**src/rtl/octet_pkg.sv**
```systemverilog
package octet_pkg;

    localparam int BYTE_W    = 8;
    localparam int NUM_REGS  = 8;
    localparam int REG_IDX_W = $clog2(NUM_REGS);
    localparam int INSN_W    = 2 * BYTE_W;
    localparam int OPC_W     = 3;
    localparam int MODE_W    = 2;
    localparam int OPC_LSB   = INSN_W - OPC_W;
    localparam int MODE_LSB  = OPC_LSB - MODE_W;
    localparam int RN_LSB    = MODE_LSB - REG_IDX_W;
    localparam int INSN_BYTES = INSN_W / BYTE_W;

    typedef enum logic [OPC_W-1:0] {
        OP_HALT = 3'b000,
        OP_LD   = 3'b001,
        OP_ST   = 3'b010,
        OP_ADD  = 3'b011,
        OP_SUB  = 3'b100,
        OP_AND  = 3'b101,
        OP_JZ   = 3'b110,
        OP_JMP  = 3'b111
    } opcode_e;

    typedef enum logic [MODE_W-1:0] {
        AM_DIR = 2'b00,
        AM_IND = 2'b01,
        AM_REG = 2'b10,
        AM_IMM = 2'b11
    } amode_e;

    typedef enum logic [2:0] {
        ST_FETCH_LO,
        ST_FETCH_HI,
        ST_DECODE,
        ST_INDIR,
        ST_EADDR,
        ST_OPND,
        ST_HALT
    } core_state_e;

    typedef struct packed {
        logic s;
        logic z;
        logic c;
    } alu_flags_t;

    typedef struct packed {
        core_state_e                          state;
        logic [BYTE_W-1:0]                    pc;
        logic [INSN_W-1:0]                    ir;
        logic [BYTE_W-1:0]                    ea;
        logic [NUM_REGS-1:0][BYTE_W-1:0]      gpr;
        alu_flags_t                           fl;
        logic                                 bad;
    } core_regs_t;

endpackage

```
**src/rtl/octet_decode.sv**
```systemverilog
module octet_decode
    import octet_pkg::*;
(
    input  logic [INSN_W-1:0]    insn,
    output opcode_e              opc,
    output amode_e               mode,
    output logic [REG_IDX_W-1:0] rn,
    output logic [BYTE_W-1:0]    fld,
    output logic [REG_IDX_W-1:0] rsel,
    output logic                 illegal
);

    logic is_jump;

    always_comb begin
        opc     = opcode_e'(insn[OPC_LSB +: OPC_W]);
        mode    = amode_e'(insn[MODE_LSB +: MODE_W]);
        rn      = insn[RN_LSB +: REG_IDX_W];
        fld     = insn[BYTE_W-1:0];
        rsel    = fld[REG_IDX_W-1:0];
        is_jump = (opc == OP_JZ) || (opc == OP_JMP);
        // immediate has no address to store into; register/immediate give no jump target
        illegal = ((opc == OP_ST) && (mode == AM_IMM)) ||
                  (is_jump && ((mode == AM_REG) || (mode == AM_IMM)));
    end

endmodule

```
**src/rtl/octet_alu.sv**
```systemverilog
module octet_alu
    import octet_pkg::*;
(
    input  opcode_e           op,
    input  logic [BYTE_W-1:0] a,
    input  logic [BYTE_W-1:0] b,
    output logic [BYTE_W-1:0] res,
    output alu_flags_t        fl
);

    logic [BYTE_W:0] wide;

    always_comb begin
        unique case (op)
            OP_ADD:  wide = {1'b0, a} + {1'b0, b};
            OP_SUB:  wide = {1'b0, a} - {1'b0, b};
            default: wide = {1'b0, a & b};
        endcase
        res  = wide[BYTE_W-1:0];
        fl.s = res[BYTE_W-1];
        fl.z = (res == '0);
        fl.c = wide[BYTE_W];
    end

endmodule

```
**src/rtl/octet_core.sv**
```systemverilog
module octet_core
    import octet_pkg::*;
(
    input  logic              clk,
    input  logic              rst_n,
    output logic [BYTE_W-1:0] mem_addr,
    output logic              mem_rd,
    output logic              mem_wr,
    output logic [BYTE_W-1:0] mem_wdata,
    input  logic [BYTE_W-1:0] mem_rdata,
    output logic              halted,
    output logic              illegal_seen
);

    localparam logic [BYTE_W-1:0] PC_STEP = BYTE_W'(INSN_BYTES);
    localparam logic [BYTE_W-1:0] HI_OFS  = BYTE_W'(1);

    core_regs_t core_q, core_d;

    logic [INSN_W-1:0]    dec_in;
    opcode_e              d_opc;
    amode_e               d_mode;
    logic [REG_IDX_W-1:0] d_rn;
    logic [BYTE_W-1:0]    d_fld;
    logic [REG_IDX_W-1:0] d_rsel;
    logic                 d_illegal;

    logic [BYTE_W-1:0]    opnd;
    logic [BYTE_W-1:0]    alu_res;
    alu_flags_t           alu_fl;

    logic                 exec, retire;

    // In DECODE the high byte is still on the read port; decode it in place
    assign dec_in = (core_q.state == ST_DECODE) ?
                    {mem_rdata, core_q.ir[BYTE_W-1:0]} : core_q.ir;

    octet_decode u_dec (
        .insn    (dec_in),
        .opc     (d_opc),
        .mode    (d_mode),
        .rn      (d_rn),
        .fld     (d_fld),
        .rsel    (d_rsel),
        .illegal (d_illegal)
    );

    always_comb begin
        if (core_q.state == ST_OPND)
            opnd = mem_rdata;
        else if (d_mode == AM_REG)
            opnd = core_q.gpr[d_rsel];
        else
            opnd = d_fld;
    end

    octet_alu u_alu (
        .op  (d_opc),
        .a   (core_q.gpr[d_rn]),
        .b   (opnd),
        .res (alu_res),
        .fl  (alu_fl)
    );

    always_comb begin
        core_d    = core_q;
        mem_rd    = 1'b0;
        mem_wr    = 1'b0;
        mem_addr  = core_q.pc;
        mem_wdata = core_q.gpr[d_rn];
        exec      = 1'b0;
        retire    = 1'b0;

        unique case (core_q.state)
            ST_FETCH_LO: begin
                mem_rd       = 1'b1;
                mem_addr     = core_q.pc;
                core_d.state = ST_FETCH_HI;
            end
            ST_FETCH_HI: begin
                core_d.ir[BYTE_W-1:0] = mem_rdata;
                mem_rd       = 1'b1;
                mem_addr     = core_q.pc + HI_OFS;
                core_d.state = ST_DECODE;
            end
            ST_DECODE: begin
                core_d.ir[INSN_W-1:BYTE_W] = mem_rdata;
                if (d_opc == OP_HALT) begin
                    core_d.state = ST_HALT;
                end else if (d_illegal) begin
                    core_d.bad = 1'b1;
                    retire     = 1'b1;
                end else begin
                    unique case (d_mode)
                        AM_DIR: begin
                            core_d.ea    = d_fld;
                            core_d.state = ST_EADDR;
                        end
                        AM_IND: begin
                            mem_rd       = 1'b1;
                            mem_addr     = d_fld;
                            core_d.state = ST_INDIR;
                        end
                        default: begin
                            if (d_opc == OP_ST) begin
                                core_d.gpr[d_rsel] = core_q.gpr[d_rn];
                                retire = 1'b1;
                            end else begin
                                exec = 1'b1;
                            end
                        end
                    endcase
                end
            end
            ST_INDIR: begin
                core_d.ea    = mem_rdata;
                core_d.state = ST_EADDR;
            end
            ST_EADDR: begin
                unique case (d_opc)
                    OP_ST: begin
                        mem_wr   = 1'b1;
                        mem_addr = core_q.ea;
                        retire   = 1'b1;
                    end
                    OP_JZ: begin
                        if (core_q.fl.z) begin
                            core_d.pc    = core_q.ea;
                            core_d.state = ST_FETCH_LO;
                        end else begin
                            retire = 1'b1;
                        end
                    end
                    OP_JMP: begin
                        core_d.pc    = core_q.ea;
                        core_d.state = ST_FETCH_LO;
                    end
                    default: begin
                        mem_rd       = 1'b1;
                        mem_addr     = core_q.ea;
                        core_d.state = ST_OPND;
                    end
                endcase
            end
            ST_OPND: begin
                exec = 1'b1;
            end
            ST_HALT: begin
                core_d.state = ST_HALT;
            end
            default: begin
                core_d.state = ST_HALT;
            end
        endcase

        if (exec) begin
            if (d_opc == OP_LD) begin
                core_d.gpr[d_rn] = opnd;
            end else begin
                core_d.gpr[d_rn] = alu_res;
                core_d.fl        = alu_fl;
            end
            retire = 1'b1;
        end

        if (retire) begin
            core_d.pc    = core_q.pc + PC_STEP;
            core_d.state = ST_FETCH_LO;
        end
    end

    always_ff @(posedge clk) begin
        if (!rst_n) begin
            core_q       <= '0;
            core_q.state <= ST_FETCH_LO;
        end else begin
            core_q <= core_d;
        end
    end

    assign halted       = (core_q.state == ST_HALT);
    assign illegal_seen = core_q.bad;

endmodule

```
**config.mk**
```make
export PLATFORM = sky130hd
export DESIGN_NAME = octet_core
export DESIGN_NICKNAME = d
export VERILOG_FILES = /design/src/rtl/octet_pkg.sv /design/src/rtl/octet_decode.sv /design/src/rtl/octet_alu.sv /design/src/rtl/octet_core.sv
export SDC_FILE = /design/constraint.sdc
export NUM_CORES = 1
export LEC_CHECK = 0
export BUFFER_PORTS_ARGS = -buffer_cell sky130_fd_sc_hd__buf_2
export CAP_MARGIN = 5
export CORE_ASPECT_RATIO = 1.5
export CORE_MARGIN = 4
export CORE_UTILIZATION = 35
export DETAILED_ROUTE_END_ITERATION = 6
export GPL_TIMING_DRIVEN = 0
export PLACE_DENSITY = 0.54
export SETUP_SLACK_MARGIN = 0.5
export SKIP_CTS_REPAIR_TIMING = 1
export SYNTH_ARGS = -nofsm -noshare
export SYNTH_HDL_FRONTEND = slang
export SYNTH_SLANG_ARGS = --single-unit
```
**constraint.sdc**
```tcl
create_clock -name clk -period 8.05 [get_ports clk]
set_input_delay 0.4025 -clock clk [delete_from_list [all_inputs] [get_ports clk]]
set_output_delay 0.4025 -clock clk [all_outputs]
set_load 0.01 [all_outputs]
```
[Word-level counts from Yosys, hierarchy flattened]
Cells that the tools add are included.
Cells by class
  add/sub/neg operators: 4
  magnitude comparators: 4
  equal/unequal tests: 23
  multiplexer cells: 58
  bitwise operators: 5
  reduce and logical (&&, ||, !) cells: 24
Operators with widths (count)
  64-bit 2-to-1 mux: 4
  64-bit bitwise mux: 3
  72-bit 2-to-1 mux: 2
  8-bit 2-to-1 mux: 13
  67-bit 2-to-1 mux: 1
  8-bit binary-select mux with 3-bit select: 2
  8-bit demux with 3-bit select: 2
  8-bit case mux with 2 select lines: 2
  8-bit case mux with 3 select lines: 1
  3-bit equality test, second input constant: 6
  3-bit case mux with 6 select lines: 1
  9-bit case mux with 2 select lines: 1
  16-bit 2-to-1 mux: 1
  1-bit 2-to-1 mux: 15
  3-bit by 2-bit equality test with 1-bit output, second input constant: 4
  11-bit 2-to-1 mux: 1
  8-bit by 8-bit adder with 9-bit output: 1
  3-bit 2-to-1 mux: 3
  3-bit case mux with 3 select lines: 1
  8-bit by 8-bit subtractor with 9-bit output: 1
  8-bit by 1-bit adder with 8-bit output, second input constant: 1
  8-bit by 2-bit adder with 8-bit output, second input constant: 1
  8-bit AND: 1
  8-bit logical NOT: 1
  other kinds (26): 49
Word-level totals
  flip-flop bits (word level): 103
  output and inout port bits: 20
  word-level logic and storage cells: 135

[Longest topological paths before layout]
Gate-level depths: netlist (run 1).
  depth in word-level cells: 15
  depth in mapped cells: 23
  mapped depth without buffers: 20

[Cells and area by module]
A second synthesis (run 1) with hierarchy kept.
Unflattened totals
  cells, all modules: 943
  area total of the unflattened synthesis: 7414.6 µm²
By module, submodules not included
  octet_core: instances 1, cells an instance 825, area an instance 6577.6 µm², sequential area each 2021.9 µm²
  octet_alu: instances 1, cells an instance 97, area an instance 678.2 µm², sequential area each 0.0 µm²
  octet_decode: instances 1, cells an instance 21, area an instance 158.9 µm², sequential area each 0.0 µm²

[Worst setup path before layout (run 1)]
No wires, ideal clock.
  path type: flip-flop to flip-flop
  from: reg core_q[102] (netlist name)
  to: reg core_q[2] (netlist name)
  arrival: 4.377 ns
  data required time: 7.954 ns
  setup slack: 3.578 ns
  cell stages (with the launch flop): 22
  buffers on the path: 3
  period minus slack after synthesis: 4.472 ns
  cells stage by stage: dfxtp_1 -> clkbuf_1 -> nor4bb_1 -> a21o_4 -> buf_6 -> clkbuf_1 -> nand2_1 -> a31oi_1 -> o22ai_1 -> a41oi_2 -> inv_1 -> ha_1 -> fa_1 -> inv_1 -> a21o_1 -> a21oi_1 -> o21bai_1 -> a21oi_1 -> xnor2_1 -> a21oi_1 -> or3b_1 -> o41ai_2
RTL lines
  from (decl): line octet_core.sv:18  | core_regs_t core_q, core_d;
  from (signal assigned): line octet_core.sv:177  | core_q <= core_d;
  3-bit by 2-bit equality test with 1-bit output (*): line octet_core.sv:35  | assign dec_in = (core_q.state == ST_DECODE) ?
  16-bit 2-to-1 mux (*): line octet_core.sv:35
  8-bit binary-select mux with 3-bit select (*)
  8-bit 2-to-1 mux (*)
  via mem_wdata[0]: line octet_core.sv:9  | output logic [BYTE_W-1:0] mem_wdata,
  8-bit by 8-bit subtractor with 9-bit output (tied with other cells): line octet_alu.sv:16  | OP_SUB: wide = {1'b0, a} - {1'b0, b};
  9-bit case mux with 2 select lines (*): line octet_alu.sv:14  | unique case (op)
  8-bit logical NOT (*): line octet_alu.sv:21  | fl.z = (res == '0);
Mark *: on every way through the listed nets, which the timed path passes. The rest lies on a longest branch. The select of a mux whose other input is x is not followed.
A chain may end at the register's enable or synchronous reset.

[Final worst setup path (run 1)]
  from: reg core_q[102] (netlist name)
  to: reg core_q[19] (netlist name)
On the way
  longest elaborated chain between the ends: 13
RTL lines
  parallel branches: the longest is 12 deep, another holds 8-bit by 8-bit subtractor with 9-bit output
  67-bit 2-to-1 mux (*): line octet_core.sv:156  | if (exec) begin
Mark *: on every way between the ends. The select of a mux whose other input is x is not followed.

==> results of run 1 <==
## placed cells by master, fill, tap and decap left out, types with 5 or more instances in the layout
master                      instances
sky130_fd_sc_hd__nand2_1          142
sky130_fd_sc_hd__dfxtp_1          101
sky130_fd_sc_hd__nor2_1            72
sky130_fd_sc_hd__mux2i_1           69
sky130_fd_sc_hd__o21ai_0           60
sky130_fd_sc_hd__clkbuf_1          49
sky130_fd_sc_hd__buf_2             43
sky130_fd_sc_hd__and2_1            38
sky130_fd_sc_hd__a21oi_1           32
sky130_fd_sc_hd__o211a_1           28
sky130_fd_sc_hd__o211ai_1          27
sky130_fd_sc_hd__inv_1             25
sky130_fd_sc_hd__nor3_1            25
sky130_fd_sc_hd__nand3_1           25
sky130_fd_sc_hd__a211oi_1          22
sky130_fd_sc_hd__nand2b_1          16
sky130_fd_sc_hd__o21a_1            15
sky130_fd_sc_hd__a22oi_1           14
sky130_fd_sc_hd__a21boi_0          12
sky130_fd_sc_hd__xnor2_1           11
sky130_fd_sc_hd__ha_1              11
sky130_fd_sc_hd__a211oi_2          10
sky130_fd_sc_hd__clkbuf_16          9
sky130_fd_sc_hd__mux2_2             8
sky130_fd_sc_hd__nor2b_1            7
sky130_fd_sc_hd__mux4_2             7
sky130_fd_sc_hd__o21ai_1            7
sky130_fd_sc_hd__nand3b_1           6
sky130_fd_sc_hd__o21bai_1           6
sky130_fd_sc_hd__a21o_1             6
sky130_fd_sc_hd__a31oi_1            6
sky130_fd_sc_hd__or3_1              6
sky130_fd_sc_hd__buf_4              5
sky130_fd_sc_hd__a311oi_1           5
sky130_fd_sc_hd__a222oi_1           5
sky130_fd_sc_hd__o311ai_0           5
sky130_fd_sc_hd__xor2_1             5
## worst paths after layout
path / from / endpoint / depth (start not counted)
max: core_q[102]$_SDFFE_PP0P_ / core_q[19]$_SDFF_PN0_ / 20
min: mem_rdata[6] / core_q[82]$_SDFFE_PN0P_ / 3
max reg2reg: core_q[102]$_SDFFE_PP0P_ / core_q[19]$_SDFF_PN0_ / 20
min reg2reg: illegal_seen$_SDFFE_PN0P_ / illegal_seen$_SDFFE_PN0P_ / 1
## kinds of logic (layout without fill, tap and decap cells)
group	after synthesis	count (layout)
fa+ha+maj	12	12
simple gates	362	362
flops	101	101
compound gates	300	300
xor+xnor	16	16
mux	88	88
buf+inv	105	148
## area by class of cell
type	instances	area [sq um]
fill	2261	13200
multi-input combinational	778	5270
sequential	101	2020
buffer	77	350
tap	272	340
clock buffer	9	225
timing repair buffer	27	135
inverter	28	105
clock inverter	7	97.6
## worst max-delay path, stage by stage, from the launching register on
cell and delay, ps:
sky130_fd_sc_hd__dfxtp_1 360, sky130_fd_sc_hd__clkbuf_1 250, sky130_fd_sc_hd__nor4bb_1 600, sky130_fd_sc_hd__a21o_4 220, sky130_fd_sc_hd__buf_6 180, sky130_fd_sc_hd__clkbuf_1 410, sky130_fd_sc_hd__nand2_1 120, sky130_fd_sc_hd__a31oi_1 190
sky130_fd_sc_hd__o22ai_1 110, sky130_fd_sc_hd__a41oi_2 560, sky130_fd_sc_hd__inv_1 370, sky130_fd_sc_hd__ha_1 350, sky130_fd_sc_hd__nor2b_1 180, sky130_fd_sc_hd__o31ai_1 110, sky130_fd_sc_hd__a21oi_1 160, sky130_fd_sc_hd__o21ai_0 160
sky130_fd_sc_hd__and3_1 240, sky130_fd_sc_hd__a211oi_1 510, sky130_fd_sc_hd__nand4_1 490, sky130_fd_sc_hd__a211oi_1 410, sky130_fd_sc_hd__a211oi_2 70
## stage by stage
step	area [sq um]	instances	utilization	power [mW]	setup slack, ps
finish	8550	1299	0.394	3.37	1830
CTS	8550	1299	0.394	3.34	1850
global placement	8220	1283	0.379	2.84	1930
floorplan	7750	984	-	2.15	3580
global route	8550	1299	0.394	3.55	1500
detailed placement	8220	1283	0.379	2.84	1840
## metal layers
| layer | global-route usage | share of wire | wire length (um) |
|---|---|---|---|
| met1 | 0.274 | 0.36 | 11500 |
| met3 | 0.0328 | 0.050 | 1610 |
| met2 | 0.465 | 0.51 | 16300 |
| met5 | 0 | 0 | 0 |
| met4 | 0.190 | 0.081 | 2580 |
## cell usage after synthesis, types with 8 or more instances
cell | count | share of area
sky130_fd_sc_hd__a21boi_0 | 12 | 0.012
sky130_fd_sc_hd__o211a_1 | 28 | 0.036
sky130_fd_sc_hd__ha_1 | 11 | 0.018
sky130_fd_sc_hd__o21ai_0 | 60 | 0.039
sky130_fd_sc_hd__o211ai_1 | 27 | 0.026
sky130_fd_sc_hd__nand2_1 | 142 | 0.069
sky130_fd_sc_hd__and2_1 | 38 | 0.031
sky130_fd_sc_hd__a211oi_1 | 22 | 0.021
sky130_fd_sc_hd__a22oi_1 | 14 | 0.014
sky130_fd_sc_hd__mux2_2 | 8 | 0.012
sky130_fd_sc_hd__inv_1 | 25 | 0.012
sky130_fd_sc_hd__xnor2_1 | 11 | 0.012
sky130_fd_sc_hd__nor2_1 | 72 | 0.035
sky130_fd_sc_hd__clkbuf_1 | 49 | 0.024
sky130_fd_sc_hd__o21a_1 | 15 | 0.015
sky130_fd_sc_hd__nand2b_1 | 16 | 0.013
sky130_fd_sc_hd__nand3_1 | 25 | 0.016
sky130_fd_sc_hd__dfxtp_1 | 101 | 0.26
sky130_fd_sc_hd__nor3_1 | 25 | 0.016
sky130_fd_sc_hd__buf_2 | 16 | 0.010
sky130_fd_sc_hd__a21oi_1 | 32 | 0.021
sky130_fd_sc_hd__a211oi_2 | 10 | 0.016
sky130_fd_sc_hd__mux2i_1 | 69 | 0.089
## sequential cells by signal (all words and copies together), names as in the netlist
name	count
core_q	100
illegal_seen	1
## power by group
group / internal (mW) / switching (mW) / leakage (nW) / total, mW
sequential: 0.563 / 0.0722 / 0.817 / 0.636
combinational: 0.738 / 1.50 / 2.40 / 2.24
clock: 0.274 / 0.219 / 0.152 / 0.493
total: 1.58 / 1.79 / 3.36 / 3.37
==> load_flow_metrics.sql, run 1 <==
INSERT INTO impl_metrics (metric_group, metric, value, unit) VALUES
('yosys', 'seq_area_frac_synth', '0.261', ''),
('global_routing', 'grt_pass1_vias', '7729', ''),
('floorplanning', 'fp.dieH', '190', 'um'),
('yosys', 'synth_compound_area_frac', '0.290', ''),
('drt', 'vias', '7886', ''),
('setup_path', 'timing.reg2reg.setup_slack', '1830', 'ps'),
('sta', 'hold_ws', '354', 'ps'),
('clock_network', 'htree_levels', '3', ''),
('yosys', 'synth-simple-area-share', '0.221', ''),
('setup_path', 'worst_ep_required_time', '8270', 'ps'),
('clock_network', 'cts_root_buffer', 'sky130_fd_sc_hd__clkbuf_16', ''),
('run_status', 'result_of_the_run', 'finished, final reports clean', ''),
('sta', 'timing.setup.tns', '0', 'ps'),
('power', 'cellLeakagePower', '3.36', 'nW'),
('floorplanning', 'rows', '66', ''),
('hold_path', 'timing.hold.worst.class', 'in2reg', ''),
('sta', 'timing_worst_slew_pin_value', '1280', 'ps'),
('power', 'power.ir.vdd_worst', '230', 'uV'),
('drt', 'drt_pre_antenna_iters', '6', ''),
('sta', 'max_slew_margin', '0.137', ''),
('setup_path', 'critPathMaxFanout', '10', ''),
('clock_network', 'cts_num_sinks', '101', ''),
('setup_path', 'path_class', 'reg2reg', ''),
('yosys', 'ys_types', '83', ''),
('placed_design', 'number_of_buffers_inserted_by_port_buffering', '27', ''),
('clock_network', 'clock_pin_transition_on_the_worst_setup_and_hold_timing_paths', '80', 'ps'),
('sta', 'skew', '12.7', 'ps'),
('floorplanning', 'fp.dieW', '129', 'um'),
('yosys', 'synth_cells', '984', ''),
('yosys', 'synth_nets', '1006', ''),
('placed_design', 'place_congestion', '0.992', ''),
('sta', 'achievable-frequency', '161', 'MHz'),
('drt', 'vias_per_cell', '6.07', ''),
('global_routing', 'total_gr_overflow', '0', ''),
('global_routing', 'grt_antenna_before_repair', '0', ''),
('sta', 'post-route-min-period', '6220', 'ps'),
('yosys', 'synth-adder-area-share', '0.0203', ''),
('clock_network', 'cts_inserted_buffers', '9', ''),
('global_routing', 'grt_max_degree', '18', ''),
('sta', 'rsz0062_at_grt', 'false', ''),
('drt', 'final_antenna_net_count', '0', ''),
('sta', 'hold_viol_final', '0', ''),
('setup_path', 'crit_end_element', 'flop', ''),
('clock_network', 'cts_tree', 'done', ''),
('yosys', 'yosysWarnings', '0', ''),
('setup_path', 'cp.arrival', '6430', 'ps'),
('sta', 'fin_crit_sh', '0.772', ''),
('setup_path', 'kind_of_start_point_of_the_critical_path', 'flop', ''),
('floorplanning', 'fp.coreArea', '0.0217', 'sq mm'),
('layout', 'flow.area_growth_from_synthesis', '10.3', '%'),
('drt', 'drc_errors', '0', ''),
('global_routing', 'grt_first_pass_wirelength', '47700', 'um'),
('layout', 'fin_nets', '1044', ''),
('yosys', 'synth_seq_cells', '101', ''),
('job', 'drv.max_cap_violation_count', '0', ''),
('placed_design', 'place.detailed.hpwl', '24500', 'um'),
('yosys', 'synth_mux_area_frac', '0.131', ''),
('global_routing', 'track_usage', '0.260', ''),
('layout', 'final_layout_size_suffix_gt1_frac', '0.116', ''),
('floorplanning', 'io-pin-count', '30', ''),
('yosys', 'number_of_flops_mapped_to_enable_cells_by_yosys', '0', ''),
('sta', 'setup_viol_count_final', '0', ''),
('yosys', 'synth_area', '0.00775', 'sq mm'),
('yosys', 'proportion_of_synthesized_flip_flops_having_asynchronous_set_or_reset', '0', ''),
('yosys', 'synth_top_family_by_area', 'compound AO/OA/AOI/OAI gates', ''),
('clock_network', 'max-clock-path-buffers', '2', ''),
('drt', 'detail_route.iter0.violations', '722', ''),
('floorplanning', 'dieArea', '0.0246', 'sq mm'),
('power', 'power_density_of_the_placed_cells', '394', 'mW/mm^2'),
('layout', 'antenna_cells', '0', ''),
('yosys', 'synthesis.area_per_instance', '7.87', 'sq um'),
('drt', 'drt_wl_total', '32000', 'um'),
('clock_network', 'insertion_delay', '380', 'ps'),
('yosys', 'synthXorXnorAreaFrac', '0.0181', ''),
('sta', 'final_max_slew_viol_count', '0', ''),
('floorplanning', 'initial_core_util', '0.357', ''),
('drt', 'wl_per_cell', '24.6', 'um'),
('yosys', 'ys.flop_type', 'sky130_fd_sc_hd__dfxtp_1', '');
(Power assumes the default switching activity.)
==> inputs of run 2 (changes only) <==
==> constraint.sdc (replaced) <==
create_clock -name clk -period 6.01 [get_ports clk]
set_input_delay 0.3005 -clock clk [delete_from_list [all_inputs] [get_ports clk]]
set_output_delay 0.3005 -clock clk [all_outputs]
set_load 0.01 [all_outputs]
==> run 2 against run 1 <==
Worst hold slack lost 100 ps. Sequential power grew 34%. Core utilization grew 0.46 points. Flip-flop and latch count is the same. Clock skew is essentially flat. Highest routed layer unchanged. Sequential share of layout area shrank 0.27 points. Final area grew 1.2%. Global-route usage is the same. Total power grew 37%. Combinational power grew 39%. Clock power grew 34%. Critical path type unchanged.
==> load_flow_metrics.sql, run 2 (same netlist as run 1, synthesis figures left out) <==
INSERT INTO impl_metrics (metric_group, metric, value, unit) VALUES
('global_routing', 'grt_antenna_before_repair', '0', ''),
('hold_path', 'hold-path-endpoint', 'core_q[82]$_SDFFE_PN0P_', ''),
('setup_path', 'worst_ep_required_time', '6330', 'ps'),
('floorplanning', 'fp.dieH', '190', 'um'),
('power', 'net-switching-power', '2.45', 'mW'),
('sta', 'fin_crit_sh', '0.881', ''),
('layout', 'largest_register_ff_count', '100', ''),
('setup_path', 'timing.reg2reg.setup_slack', '710', 'ps'),
('floorplanning', 'rows', '66', ''),
('power', 'power_density_of_the_placed_cells', '535', 'mW/mm^2'),
('setup_path', 'r2r-start', 'core_q[101]$_SDFFE_PP0P_', ''),
('drt', 'final_antenna_net_count', '0', ''),
('clock_network', 'htree_levels', '3', ''),
('global_routing', 'track_usage', '0.260', ''),
('clock_network', 'clock_pin_transition_on_the_worst_setup_and_hold_timing_paths', '80', 'ps'),
('layout', 'final_layout_size_suffix_gt1_frac', '0.128', ''),
('power', 'power.ir.vdd_worst', '310', 'uV'),
('global_routing', 'grt_pass1_vias', '7729', ''),
('drt', 'detail_route.iter0.violations', '704', ''),
('clock_network', 'insertion_delay', '380', 'ps'),
('drt', 'wl_per_cell', '24.6', 'um'),
('run_status', 'result_of_the_run', 'finished, final reports clean', ''),
('sta', 'setup_viol_count_final', '0', ''),
('power', 'pwr-share-seq', '0.184', ''),
('drt', 'vias', '7940', ''),
('job', 'drv.max_cap_violation_count', '0', ''),
('drt', 'drt_pre_antenna_iters', '6', ''),
('drt', 'vias_per_cell', '6.09', ''),
('placed_design', 'number_of_buffers_inserted_by_port_buffering', '27', ''),
('setup_path', 'critPathMaxFanout', '10', ''),
('floorplanning', 'fp.dieW', '129', 'um'),
('layout', 'final-seq-area', '0.00202', 'sq mm'),
('setup_path', 'critPathSlowestCell', 'sky130_fd_sc_hd__a22o_1', ''),
('sta', 'final.setup.worst_slack', '713', 'ps'),
('power', 'power_frac_clock', '0.143', ''),
('clock_network', 'cts_inserted_buffers', '9', ''),
('power', 'cellLeakagePower', '3.41', 'nW'),
('drt', 'drt_wl_total', '32100', 'um'),
('clock_network', 'cts_tree', 'done', ''),
('floorplanning', 'io-pin-count', '30', ''),
('layout', 'fillers', '2252', ''),
('floorplanning', 'dieArea', '0.0246', 'sq mm'),
('layout', 'layout.cells.most_common_list', 'sky130_fd_sc_hd__nand2_1, sky130_fd_sc_hd__dfxtp_1, sky130_fd_sc_hd__nor2_1, sky130_fd_sc_hd__mux2i_1, sky130_fd_sc_hd__o21ai_0', ''),
('layout', 'register_with_the_most_flip_flops', 'core_q', ''),
('layout', 'postLayoutCellArea', '0.00865', 'sq mm'),
('sta', 'timing_worst_slew_pin_value', '1250', 'ps'),
('hold_path', 'timing.hold.worst.class', 'in2reg', ''),
('setup_path', 'crit_buf_inv', '4', ''),
('placed_design', 'place_congestion', '0.992', ''),
('layout', 'antenna_cells', '0', ''),
('layout', 'fin_nets', '1049', ''),
('floorplanning', 'fp.coreArea', '0.0217', 'sq mm'),
('power', 'power_frac_comb', '0.673', ''),
('setup_path', 'kind_of_start_point_of_the_critical_path', 'flop', ''),
('setup_path', 'worst_r2r_path_depth', '19', ''),
('setup_path', 'timing.rr.end', 'core_q[10]$_SDFF_PN0_', ''),
('setup_path', 'crit_end_element', 'flop', ''),
('clock_network', 'cts_root_buffer', 'sky130_fd_sc_hd__clkbuf_16', ''),
('layout', 'multi_input_area', '0.00532', 'sq mm'),
('power', 'power', '4.63', 'mW'),
('sta', 'post-route-min-period', '5300', 'ps'),
('sta', 'skew', '12.5', 'ps'),
('global_routing', 'grt_max_degree', '18', ''),
('setup_path', 'cp.arrival', '5610', 'ps'),
('setup_path', 'path_class', 'reg2reg', ''),
('setup_path', 'path_cells', 'or3b_4 -> buf_6 -> a21oi_4 -> buf_2 -> nand2_1 -> a31oi_1 -> o22ai_1 -> a41oi_4 -> inv_1 -> ha_1 -> fa_1 -> inv_1 -> a21o_1 -> a21oi_1 -> o21bai_1 -> a21oi_1 -> xnor2_1 -> a22o_1 -> o211a_1', ''),
('sta', 'hold_viol_final', '0', ''),
('placed_design', 'place_ws', '-162', 'ps'),
('sta', 'max_slew_margin', '0.162', ''),
('global_routing', 'total_gr_overflow', '0', ''),
('hold_path', 'hold_path_startpoint', 'mem_rdata[6]', ''),
('clock_network', 'cts_num_sinks', '101', ''),
('layout', 'flow.area_growth_from_synthesis', '11.6', '%'),
('hold_path', 'hold_path_depth', '3', ''),
('global_routing', 'grt_first_pass_wirelength', '47700', 'um'),
('placed_design', 'placed_cell_areas', '0.00822', 'sq mm'),
('layout', 'final_common_cell', 'sky130_fd_sc_hd__nand2_1', ''),
('floorplanning', 'initial_core_util', '0.357', ''),
('sta', 'rsz0062_at_grt', 'false', ''),
('sta', 'timing.setup.tns', '0', 'ps'),
('power', 'p_int', '2.18', 'mW'),
('clock_network', 'max-clock-path-buffers', '2', ''),
('drt', 'drc_errors', '0', ''),
('sta', 'achievable-frequency', '189', 'MHz'),
('power', 'netSwitchingFraction', '0.529', ''),
('sta', 'final_max_slew_viol_count', '0', ''),
('placed_design', 'place.detailed.hpwl', '24500', 'um'),
('setup_path', 'timing.critical_path.max_delay_family', 'compound AO/OA/AOI/OAI gates', ''),
('setup_path', 'crit_path_max_incr_delay', '580', 'ps');
[run 2: final cells by class]
type                            count  area share
Buffer                             77      0.0418
Tap cell                          272      0.0394
Clock buffer                        9      0.0260
Sequential cell                   101       0.234
Multi-Input combinational cell    778       0.616
Timing Repair Buffer               32      0.0200
Clock inverter                      7      0.0113
Inverter                           28      0.0122
[run 2: worst register-to-register path, stage by stage, from the launching register on]
cell and delay [ps]:
sky130_fd_sc_hd__dfxtp_1 450, sky130_fd_sc_hd__or3b_4 470, sky130_fd_sc_hd__buf_6 180, sky130_fd_sc_hd__a21oi_4 330, sky130_fd_sc_hd__buf_2 360, sky130_fd_sc_hd__nand2_1 90, sky130_fd_sc_hd__a31oi_1 180, sky130_fd_sc_hd__o22ai_1 130
sky130_fd_sc_hd__a41oi_4 340, sky130_fd_sc_hd__inv_1 270, sky130_fd_sc_hd__ha_1 320, sky130_fd_sc_hd__fa_1 470, sky130_fd_sc_hd__inv_1 70, sky130_fd_sc_hd__a21o_1 110, sky130_fd_sc_hd__a21oi_1 90, sky130_fd_sc_hd__o21bai_1 130
sky130_fd_sc_hd__a21oi_1 90, sky130_fd_sc_hd__xnor2_1 310, sky130_fd_sc_hd__a22o_1 580, sky130_fd_sc_hd__o211a_1 240
[run 2: layer usage]
metal	GRT usage	routed length, um
met5	0	0
met1	0.274	11500
met2	0.465	16400
met4	0.190	2630
met3	0.0328	1570
[run 2: worst max path at each step]
stage | start | endpoint | slack, ps | cells after the start
finish | core_q[101]$_SDFFE_PP0P_ | core_q[10]$_SDFF_PN0_ | 710 | 19
global route | core_q[101]$_SDFFE_PP0P_ | core_q[2]$_SDFFE_PN0P_ | 490 | 20
CTS | core_q[102]$_SDFFE_PP0P_ | core_q[19]$_SDFF_PN0_ | -190 | 20
detailed placement | core_q[102]$_SDFFE_PP0P_ | core_q[19]$_SDFF_PN0_ | -160 | 20
global placement | core_q[102]$_SDFFE_PP0P_ | core_q[19]$_SDFF_PN0_ | -100 | 20
floorplan | core_q[102]$_SDFFE_PP0P_ | core_q[2]$_SDFFE_PN0P_ | 1540 | 21
[run 2: power groups by stage]
stage	clock, mW	combinational [mW]	sequential (mW)
2_1_floorplan	0	2.05	0.826
3_3_place_gp	0	2.94	0.862
3_5_place_dp	0	2.95	0.862
4_1_cts	0.668	2.96	0.848
5_1_grt	0.695	3.30	0.862
6_report	0.663	3.11	0.851
[run 2: through the flow]
step / util / cells / hold WS, ps
3_3_place_gp: 0.379 / 1283 / 446
3_5_place_dp: 0.379 / 1283 / 449
5_1_grt: 0.398 / 1304 / 271
2_1_floorplan: - / 984 / 445
6_report: 0.398 / 1304 / 252
4_1_cts: 0.394 / 1299 / 243
